$ cat src/rtl/tdm_ni_pkg.sv
package tdm_ni_pkg;

  // Cycles in one time slot; the engine's three steps map onto them.
  localparam int SLOT_CYCLES = 3;

  // Strobes from the slot control to the DMA datapath.
  typedef struct packed {
    logic rd0;   // first cycle of a served slot: read first word
    logic rd1;   // second cycle: read second word, capture first
    logic emit;  // third cycle: form packet, update table entry
  } engStrobe_t;

endpackage

$ cat src/rtl/tdm_ni_ctrl.sv
module tdm_ni_ctrl
  import tdm_ni_pkg::*;
#(
  parameter  int NUM_CHAN  = 4,
  parameter  int NUM_SLOTS = 10,
  localparam int CH_W      = (NUM_CHAN > 1) ? $clog2(NUM_CHAN) : 1,
  localparam int SLOT_W    = (NUM_SLOTS > 1) ? $clog2(NUM_SLOTS) : 1,
  localparam int PH_W      = $clog2(SLOT_CYCLES)
) (
  input  logic                clk,
  input  logic                rst_n,
  input  logic                schedWe,
  input  logic [SLOT_W-1:0]   schedSlot,
  input  logic [CH_W-1:0]     schedChan,
  input  logic                schedEn,
  input  logic [NUM_CHAN-1:0] chanIdle,
  output engStrobe_t          strobe,
  output logic [CH_W-1:0]     curChan
);

  logic [PH_W-1:0]   phase;
  logic [SLOT_W-1:0] slotIdx;

  logic [NUM_SLOTS-1:0]           schedOn;
  logic [NUM_SLOTS-1:0][CH_W-1:0] schedOwner;

  logic              fireQ;
  logic [CH_W-1:0]   chanQ;
  logic [CH_W-1:0]   lookupChan;
  logic              lookupOn;
  logic              startNow;

  localparam logic [PH_W-1:0]   PH_LAST   = PH_W'(SLOT_CYCLES - 1);
  localparam logic [SLOT_W-1:0] SLOT_LAST = SLOT_W'(NUM_SLOTS - 1);

  // Slot timing: phase counts within a slot, slotIdx walks the period.
  always_ff @(posedge clk) begin
    if (!rst_n) begin
      phase   <= '0;
      slotIdx <= '0;
    end else if (phase == PH_LAST) begin
      phase   <= '0;
      slotIdx <= (slotIdx == SLOT_LAST) ? '0 : slotIdx + SLOT_W'(1);
    end else begin
      phase <= phase + PH_W'(1);
    end
  end

  // Slot ownership table, written by software before traffic starts.
  always_ff @(posedge clk) begin
    if (!rst_n) begin
      schedOn    <= '0;
      schedOwner <= '0;
    end else if (schedWe) begin
      for (int s = 0; s < NUM_SLOTS; s++) begin
        if (schedSlot == SLOT_W'(s)) begin
          schedOn[s]    <= schedEn;
          schedOwner[s] <= schedChan;
        end
      end
    end
  end

  assign lookupOn   = schedOn[slotIdx];
  assign lookupChan = schedOwner[slotIdx];
  assign startNow   = (phase == '0) && lookupOn && !chanIdle[lookupChan];

  // Latch the decision for the remaining cycles of the slot.
  always_ff @(posedge clk) begin
    if (!rst_n) begin
      fireQ <= 1'b0;
      chanQ <= '0;
    end else if (phase == '0) begin
      fireQ <= startNow;
      chanQ <= lookupChan;
    end
  end

  assign strobe.rd0  = startNow;
  assign strobe.rd1  = (phase == PH_W'(1)) && fireQ;
  assign strobe.emit = (phase == PH_LAST) && fireQ;
  assign curChan     = (phase == '0) ? lookupChan : chanQ;

endmodule

$ cat src/rtl/tdm_ni_dp.sv
module tdm_ni_dp
  import tdm_ni_pkg::*;
#(
  parameter  int NUM_CHAN = 4,
  parameter  int AW       = 10,
  parameter  int DW       = 32,
  parameter  int ROUTE_W  = 8,
  parameter  int LEN_W    = 10,
  localparam int CH_W     = (NUM_CHAN > 1) ? $clog2(NUM_CHAN) : 1
) (
  input  logic                clk,
  input  logic                rst_n,
  input  engStrobe_t          strobe,
  input  logic [CH_W-1:0]     curChan,
  input  logic                setupValid,
  input  logic [CH_W-1:0]     setupChan,
  input  logic [AW-1:0]       setupLocal,
  input  logic [AW-1:0]       setupRemote,
  input  logic [ROUTE_W-1:0]  setupRoute,
  input  logic [LEN_W-1:0]    setupLen,
  output logic [NUM_CHAN-1:0] chanIdle,
  output logic                spmRdEn,
  output logic [AW-1:0]       spmRdAddr,
  input  logic [DW-1:0]       spmRdData,
  output logic [1:0]          spmWrEn,
  output logic [AW-1:0]       spmWrAddr,
  output logic [DW-1:0]       spmWrData0,
  output logic [DW-1:0]       spmWrData1,
  output logic                pktValid,
  output logic [ROUTE_W-1:0]  pktRoute,
  output logic [AW-1:0]       pktAddr,
  output logic [1:0]          pktWe,
  output logic [DW-1:0]       pktData0,
  output logic [DW-1:0]       pktData1,
  input  logic                rxValid,
  input  logic [AW-1:0]       rxAddr,
  input  logic [1:0]          rxWe,
  input  logic [DW-1:0]       rxData0,
  input  logic [DW-1:0]       rxData1
);

  // Per-channel progress table.
  logic [AW-1:0]      tLocal  [NUM_CHAN];
  logic [AW-1:0]      tRemote [NUM_CHAN];
  logic [ROUTE_W-1:0] tRoute  [NUM_CHAN];
  logic [LEN_W-1:0]   tCount  [NUM_CHAN];

  // Snapshot of the served entry, taken in the first cycle of the slot.
  logic [AW-1:0]      snapLocal;
  logic [AW-1:0]      snapRemote;
  logic [ROUTE_W-1:0] snapRoute;
  logic               snapOdd;
  logic               dirty;
  logic [DW-1:0]      word0;
  logic               setupHitCur;

  assign setupHitCur = setupValid && (setupChan == curChan);

  always_ff @(posedge clk) begin
    if (!rst_n) begin
      snapLocal  <= '0;
      snapRemote <= '0;
      snapRoute  <= '0;
      snapOdd    <= 1'b0;
      dirty      <= 1'b0;
      word0      <= '0;
    end else begin
      if (strobe.rd0) begin
        snapLocal  <= tLocal[curChan];
        snapRemote <= tRemote[curChan];
        snapRoute  <= tRoute[curChan];
        snapOdd    <= (tCount[curChan] == LEN_W'(1));
        dirty      <= setupHitCur;
      end else if (setupHitCur) begin
        dirty <= 1'b1;
      end
      if (strobe.rd1) begin
        word0 <= spmRdData;
      end
    end
  end

  // Table writes: a processor setup always beats the engine update.
  always_ff @(posedge clk) begin
    if (!rst_n) begin
      for (int c = 0; c < NUM_CHAN; c++) begin
        tLocal[c]  <= '0;
        tRemote[c] <= '0;
        tRoute[c]  <= '0;
        tCount[c]  <= '0;
      end
    end else begin
      for (int c = 0; c < NUM_CHAN; c++) begin
        if (setupValid && setupChan == CH_W'(c)) begin
          tLocal[c]  <= setupLocal;
          tRemote[c] <= setupRemote;
          tRoute[c]  <= setupRoute;
          tCount[c]  <= setupLen;
        end else if (strobe.emit && !dirty && curChan == CH_W'(c)) begin
          tLocal[c]  <= snapLocal + AW'(2);
          tRemote[c] <= snapRemote + AW'(2);
          tCount[c]  <= snapOdd ? '0 : tCount[c] - LEN_W'(2);
        end
      end
    end
  end

  for (genvar c = 0; c < NUM_CHAN; c++) begin : g_idle
    assign chanIdle[c] = (tCount[c] == '0);
  end

  // Scratchpad read port: first word in cycle 0, second in cycle 1.
  assign spmRdEn   = strobe.rd0 || (strobe.rd1 && !snapOdd);
  assign spmRdAddr = strobe.rd0 ? tLocal[curChan] : snapLocal + AW'(1);

  // Outgoing packet register.
  always_ff @(posedge clk) begin
    if (!rst_n) begin
      pktValid <= 1'b0;
      pktRoute <= '0;
      pktAddr  <= '0;
      pktWe    <= '0;
      pktData0 <= '0;
      pktData1 <= '0;
    end else begin
      pktValid <= strobe.emit;
      if (strobe.emit) begin
        pktRoute <= snapRoute;
        pktAddr  <= snapRemote;
        pktWe    <= snapOdd ? 2'b01 : 2'b11;
        pktData0 <= word0;
        pktData1 <= snapOdd ? '0 : spmRdData;
      end
    end
  end

  // Receive path: one register stage straight into the scratchpad.
  always_ff @(posedge clk) begin
    if (!rst_n) begin
      spmWrEn    <= '0;
      spmWrAddr  <= '0;
      spmWrData0 <= '0;
      spmWrData1 <= '0;
    end else begin
      spmWrEn <= rxValid ? rxWe : 2'b00;
      if (rxValid) begin
        spmWrAddr  <= rxAddr;
        spmWrData0 <= rxData0;
        spmWrData1 <= rxData1;
      end
    end
  end

endmodule

$ cat src/rtl/tdm_ni.sv
module tdm_ni
  import tdm_ni_pkg::*;
#(
  parameter  int NUM_CHAN  = 4,
  parameter  int NUM_SLOTS = 10,
  parameter  int AW        = 10,
  parameter  int DW        = 32,
  parameter  int ROUTE_W   = 8,
  parameter  int LEN_W     = 10,
  localparam int CH_W      = (NUM_CHAN > 1) ? $clog2(NUM_CHAN) : 1,
  localparam int SLOT_W    = (NUM_SLOTS > 1) ? $clog2(NUM_SLOTS) : 1
) (
  input  logic                clk,
  input  logic                rst_n,
  input  logic                schedWe,
  input  logic [SLOT_W-1:0]   schedSlot,
  input  logic [CH_W-1:0]     schedChan,
  input  logic                schedEn,
  input  logic                setupValid,
  input  logic [CH_W-1:0]     setupChan,
  input  logic [AW-1:0]       setupLocal,
  input  logic [AW-1:0]       setupRemote,
  input  logic [ROUTE_W-1:0]  setupRoute,
  input  logic [LEN_W-1:0]    setupLen,
  output logic [NUM_CHAN-1:0] chanIdle,
  output logic                spmRdEn,
  output logic [AW-1:0]       spmRdAddr,
  input  logic [DW-1:0]       spmRdData,
  output logic [1:0]          spmWrEn,
  output logic [AW-1:0]       spmWrAddr,
  output logic [DW-1:0]       spmWrData0,
  output logic [DW-1:0]       spmWrData1,
  output logic                pktValid,
  output logic [ROUTE_W-1:0]  pktRoute,
  output logic [AW-1:0]       pktAddr,
  output logic [1:0]          pktWe,
  output logic [DW-1:0]       pktData0,
  output logic [DW-1:0]       pktData1,
  input  logic                rxValid,
  input  logic [AW-1:0]       rxAddr,
  input  logic [1:0]          rxWe,
  input  logic [DW-1:0]       rxData0,
  input  logic [DW-1:0]       rxData1
);

  engStrobe_t      strobe;
  logic [CH_W-1:0] curChan;

  tdm_ni_ctrl #(
    .NUM_CHAN (NUM_CHAN),
    .NUM_SLOTS(NUM_SLOTS)
  ) u_ctrl (
    .clk      (clk),
    .rst_n    (rst_n),
    .schedWe  (schedWe),
    .schedSlot(schedSlot),
    .schedChan(schedChan),
    .schedEn  (schedEn),
    .chanIdle (chanIdle),
    .strobe   (strobe),
    .curChan  (curChan)
  );

  tdm_ni_dp #(
    .NUM_CHAN(NUM_CHAN),
    .AW      (AW),
    .DW      (DW),
    .ROUTE_W (ROUTE_W),
    .LEN_W   (LEN_W)
  ) u_dp (
    .clk        (clk),
    .rst_n      (rst_n),
    .strobe     (strobe),
    .curChan    (curChan),
    .setupValid (setupValid),
    .setupChan  (setupChan),
    .setupLocal (setupLocal),
    .setupRemote(setupRemote),
    .setupRoute (setupRoute),
    .setupLen   (setupLen),
    .chanIdle   (chanIdle),
    .spmRdEn    (spmRdEn),
    .spmRdAddr  (spmRdAddr),
    .spmRdData  (spmRdData),
    .spmWrEn    (spmWrEn),
    .spmWrAddr  (spmWrAddr),
    .spmWrData0 (spmWrData0),
    .spmWrData1 (spmWrData1),
    .pktValid   (pktValid),
    .pktRoute   (pktRoute),
    .pktAddr    (pktAddr),
    .pktWe      (pktWe),
    .pktData0   (pktData0),
    .pktData1   (pktData1),
    .rxValid    (rxValid),
    .rxAddr     (rxAddr),
    .rxWe       (rxWe),
    .rxData0    (rxData0),
    .rxData1    (rxData1)
  );

endmodule

$ cat config.mk
export PLATFORM = sky130hd
export DESIGN_NAME = tdm_ni
export DESIGN_NICKNAME = d
export VERILOG_FILES = /design/src/rtl/tdm_ni_pkg.sv /design/src/rtl/tdm_ni_ctrl.sv /design/src/rtl/tdm_ni_dp.sv /design/src/rtl/tdm_ni.sv
export SDC_FILE = /design/constraint.sdc
export NUM_CORES = 1
export LEC_CHECK = 0
export BUFFER_PORTS_ARGS = -buffer_cell sky130_fd_sc_hd__buf_2
export CAP_MARGIN = 15
export CORE_MARGIN = 10
export CORE_UTILIZATION = 52
export CTS_BUF_LIST = sky130_fd_sc_hd__clkbuf_8
export DETAILED_ROUTE_END_ITERATION = 6
export PLACE_DENSITY = 0.78
export SLEW_MARGIN = 20
export SYNTH_ARGS = -nofsm -noshare
export SYNTH_HDL_FRONTEND = slang
export SYNTH_SLANG_ARGS = --single-unit
$ cat constraint.sdc
create_clock -name clk -period 3.1 [get_ports clk]
set_input_delay 0.775 -clock clk [delete_from_list [all_inputs] [get_ports clk]]
set_output_delay 0.775 -clock clk [all_outputs]
set_load 0.02 [all_outputs]
==> results.cfg <==
[clock_network]
path_clk_slew_ns = 0.06
cts_sinks = 414
cts_buffers = 70
root_buffer = clkbuf_8
htree_levels = 3
hold_buffers = 0
clk_path_buf_depth = 3
clk_latency_ns = 0.62
cts_tree = built

[grt]
overflow = 0
grt_pass1_wl_um = 80600
grt_max_degree = 98
antenna_found_initial = 2
grt_pass1_vias = 15000
grt_usage_pct = 22.6

[finish]
fillers = 2682
final_common_cell = nand2_1
multi_input_area_mm2 = 0.00819
nets = 2369
syn2layout_area_growth_pct = 23.8
fin_cells = 2712
drive_above_1_share_pct = 26.6
utilization_pct = 65.5
layout_common_cells = nand2_1 (349), buf_2 (322), dfxtp_1 (261)
stdcell_area_mm2 = 0.0227
seq_area_mm2 = 0.00981

[power_and_ir_drop]
p_leak_nw = 9.32
power_density_mw_per_mm2 = 521
vdd_drop_max_mv = 0.297

[detailed_routing]
wirelength_um = 51500
wl_per_cell_um = 19.0
first_pass_iters = 5
vias = 15100
ant_nets = 0
viasPerCell = 5.57
drtIter0Drc = 1283
drcViolationCount = 0

[setup_path]
worst-endpoint-arrival_ns = 2.91
cp_max_fo = 17
crit_type = reg2out
worstPathRequired_ns = 2.32
end_kind = output port
start_kind = flip-flop

[synth]
synth_edf_count = 152
synth_top_area_share_pct = 28.6
synth_fp_nets = 1994
yosys.area.top_type = dfxtp_1
synthCells = 1824
syn-mean-instance-area_um2 = 10.0
ys_ff_latch = 414
synth_seq_area_share_pct = 53.5
ys_async_sr_fraction_pct = 0
synth_ff_type = dfxtp_1
synth_area_leaders = dfxtp_1 (29%), edfxtp_1 (25%), mux2i_1 (7.4%)
synth_cell_types = 58
yosys_warnings = 0
syn_area_mm2 = 0.0183

[place]
dp_hpwl_um = 34900
place_inst = 2561
place_area_mm2 = 0.0209
pre_cts_ws_ns = -0.0508
gp_congestion = 0.889
io_buffer_count = 335

[sta]
rsz0062_at_grt = true
worstMarginPinSlew_ns = 0.901
slew_headroom_pct = 39.9
skew_ns = 0.0345
finalWorstSetupSlack_ns = -0.587
finalHoldViolCount = 0
setup_viol = 11
finalCritPeriodShare_pct = 119
min_period_ns = 3.69
slew_violations = 0
max_freq_mhz = 271

[job]
drv_cap = 0

[die]
rows = 68
start_util_pct = 52.9
dieArea_mm2 = 0.0431
io_pins = 336
core_area_mm2 = 0.0346
fp.dieW_um = 208
die_h_um = 208

[outcome]
failed_checks = negative setup slack
outcome = finished, violations left

[worst_hold_path]
hp-class = in2reg
[path summary, 6_finish.rpt]
path | cells after the start | start | to | slack, ns
worst min register to register | 2 | u_dp.pktData1[28] | u_dp.pktData1[28] | 0.46
worst min-delay path | 3 | rxData0[29] | u_dp.spmWrData0[29] | 0.41
worst max register to register | 9 | u_ctrl.slotIdx[0] | u_dp.tCount[0][0] | 0.10
worst max-delay path | 10 | u_ctrl.slotIdx[0] | spmRdAddr[6] | -0.59
[area by class of cell]
cell class	instances	share of cell area (%)
multi-input combinational	1261	36.1
timing repair buffer	434	11.7
tap	455	2.51
clock inverter	41	0.783
antenna	1	0.0110
inverter	18	0.298
clock buffer	88	5.34
sequential	414	43.3
[cell usage after synthesis (6+ instances only)]
cell,number
nor3b_1,6
dfxtp_1,262
ha_1,10
and3_1,8
xnor2_1,21
o21ai_1,13
o22ai_1,20
nand2b_1,13
a21boi_0,119
o21ai_0,78
or4_1,7
buf_2,13
clkbuf_1,108
nand3_1,31
nor3_1,11
a22oi_1,11
a21oi_1,33
mux2i_1,135
nand2_1,351
edfxtp_1,152
buf_1,7
nor2_1,54
xor2_1,32
and2_1,43
inv_1,18
a22o_1,60
nand3b_1,39
nor2b_1,115
[stage by stage]
step	power, mW	setup TNS, ns	hold slack [ns]
after global routing	12.3	-7.24	0.392
after floorplan	6.68	-0.0213	0.426
after CTS	11.9	-6.06	0.377
final	11.8	-5.99	0.410
after detailed placement	7.13	-1.52	0.454
after global placement	7.09	0	0.440
[what timing repair did]
action | in CTS | in global routing
endpoints found under the hold margin | 0 | 0
gates resized for setup | 34 | 19
pin swaps | 10 | 8
buffers inserted | 17 | 4
endpoints found under the setup margin | 44 | 54
cloned | 2 | 1
[where the power goes]
group	total [mW]	switching, mW	internal, mW	leakage, nW
sequential	5.93	0.0957	5.83	3.72
clock	4.73	2.17	2.56	0.816
combinational	1.16	0.657	0.505	4.79
[registers in the layout (all words and copies together) (netlist names), 8 cells and up]
name               count
u_dp.snapRoute         8
u_dp.snapLocal        10
u_dp.pktData0         32
u_dp.tLocal           40
u_ctrl.schedOwner     20
u_ctrl.schedOn        10
u_dp.tCount           40
u_dp.pktAddr          10
u_dp.spmWrData0       32
u_dp.word0            32
u_dp.pktData1         32
u_dp.tRoute           32
u_dp.snapRemote       10
u_dp.tRemote          40
u_dp.pktRoute          8
u_dp.spmWrAddr        10
u_dp.spmWrData1       32
[layer usage]
| layer | vias to the layer above | GRT usage, % | wire length, µm |
|---|---|---|---|
| li1 | 7087 | - | - |
| met1 | 7193 | 28.8 | 21000 |
| met2 | 718 | 37.2 | 24700 |
| met3 | 112 | 5.13 | 4460 |
| met4 | 2 | 7.85 | 1300 |
| met5 | - | 0 | 18 |
[logic make-up (layout without fill, tap and decap cells)]
| group | after synthesis | count (layout) | share of synthesized area (%) |
|---|---|---|---|
| AOI/OAI and AO/OA | 354 | 354 | 13.2 |
| xor gates and xnor gates | 53 | 53 | 2.53 |
| adders and majority gates | 10 | 10 | 0.683 |
| other | 0 | 1 | 0 |
| buffers and inverters | 149 | 581 | 3.24 |
| DFF | 414 | 414 | 53.5 |
| muxes | 140 | 140 | 7.93 |
| and+or+nand+nor | 704 | 704 | 18.9 |
[worst max-delay path, stage by stage, from the launching register on]
cell and delay (ns):
dfxtp_4 0.36, mux4_2 0.53, buf_4 0.16, nand2b_1 0.16
nand3_1 0.11, nand3_2 0.10, o22ai_4 0.27, buf_12 0.20
nor2b_2 0.20, nor2_2 0.05, buf_2 0.15
No activity file was read; power rests on OpenSTA's default activity.
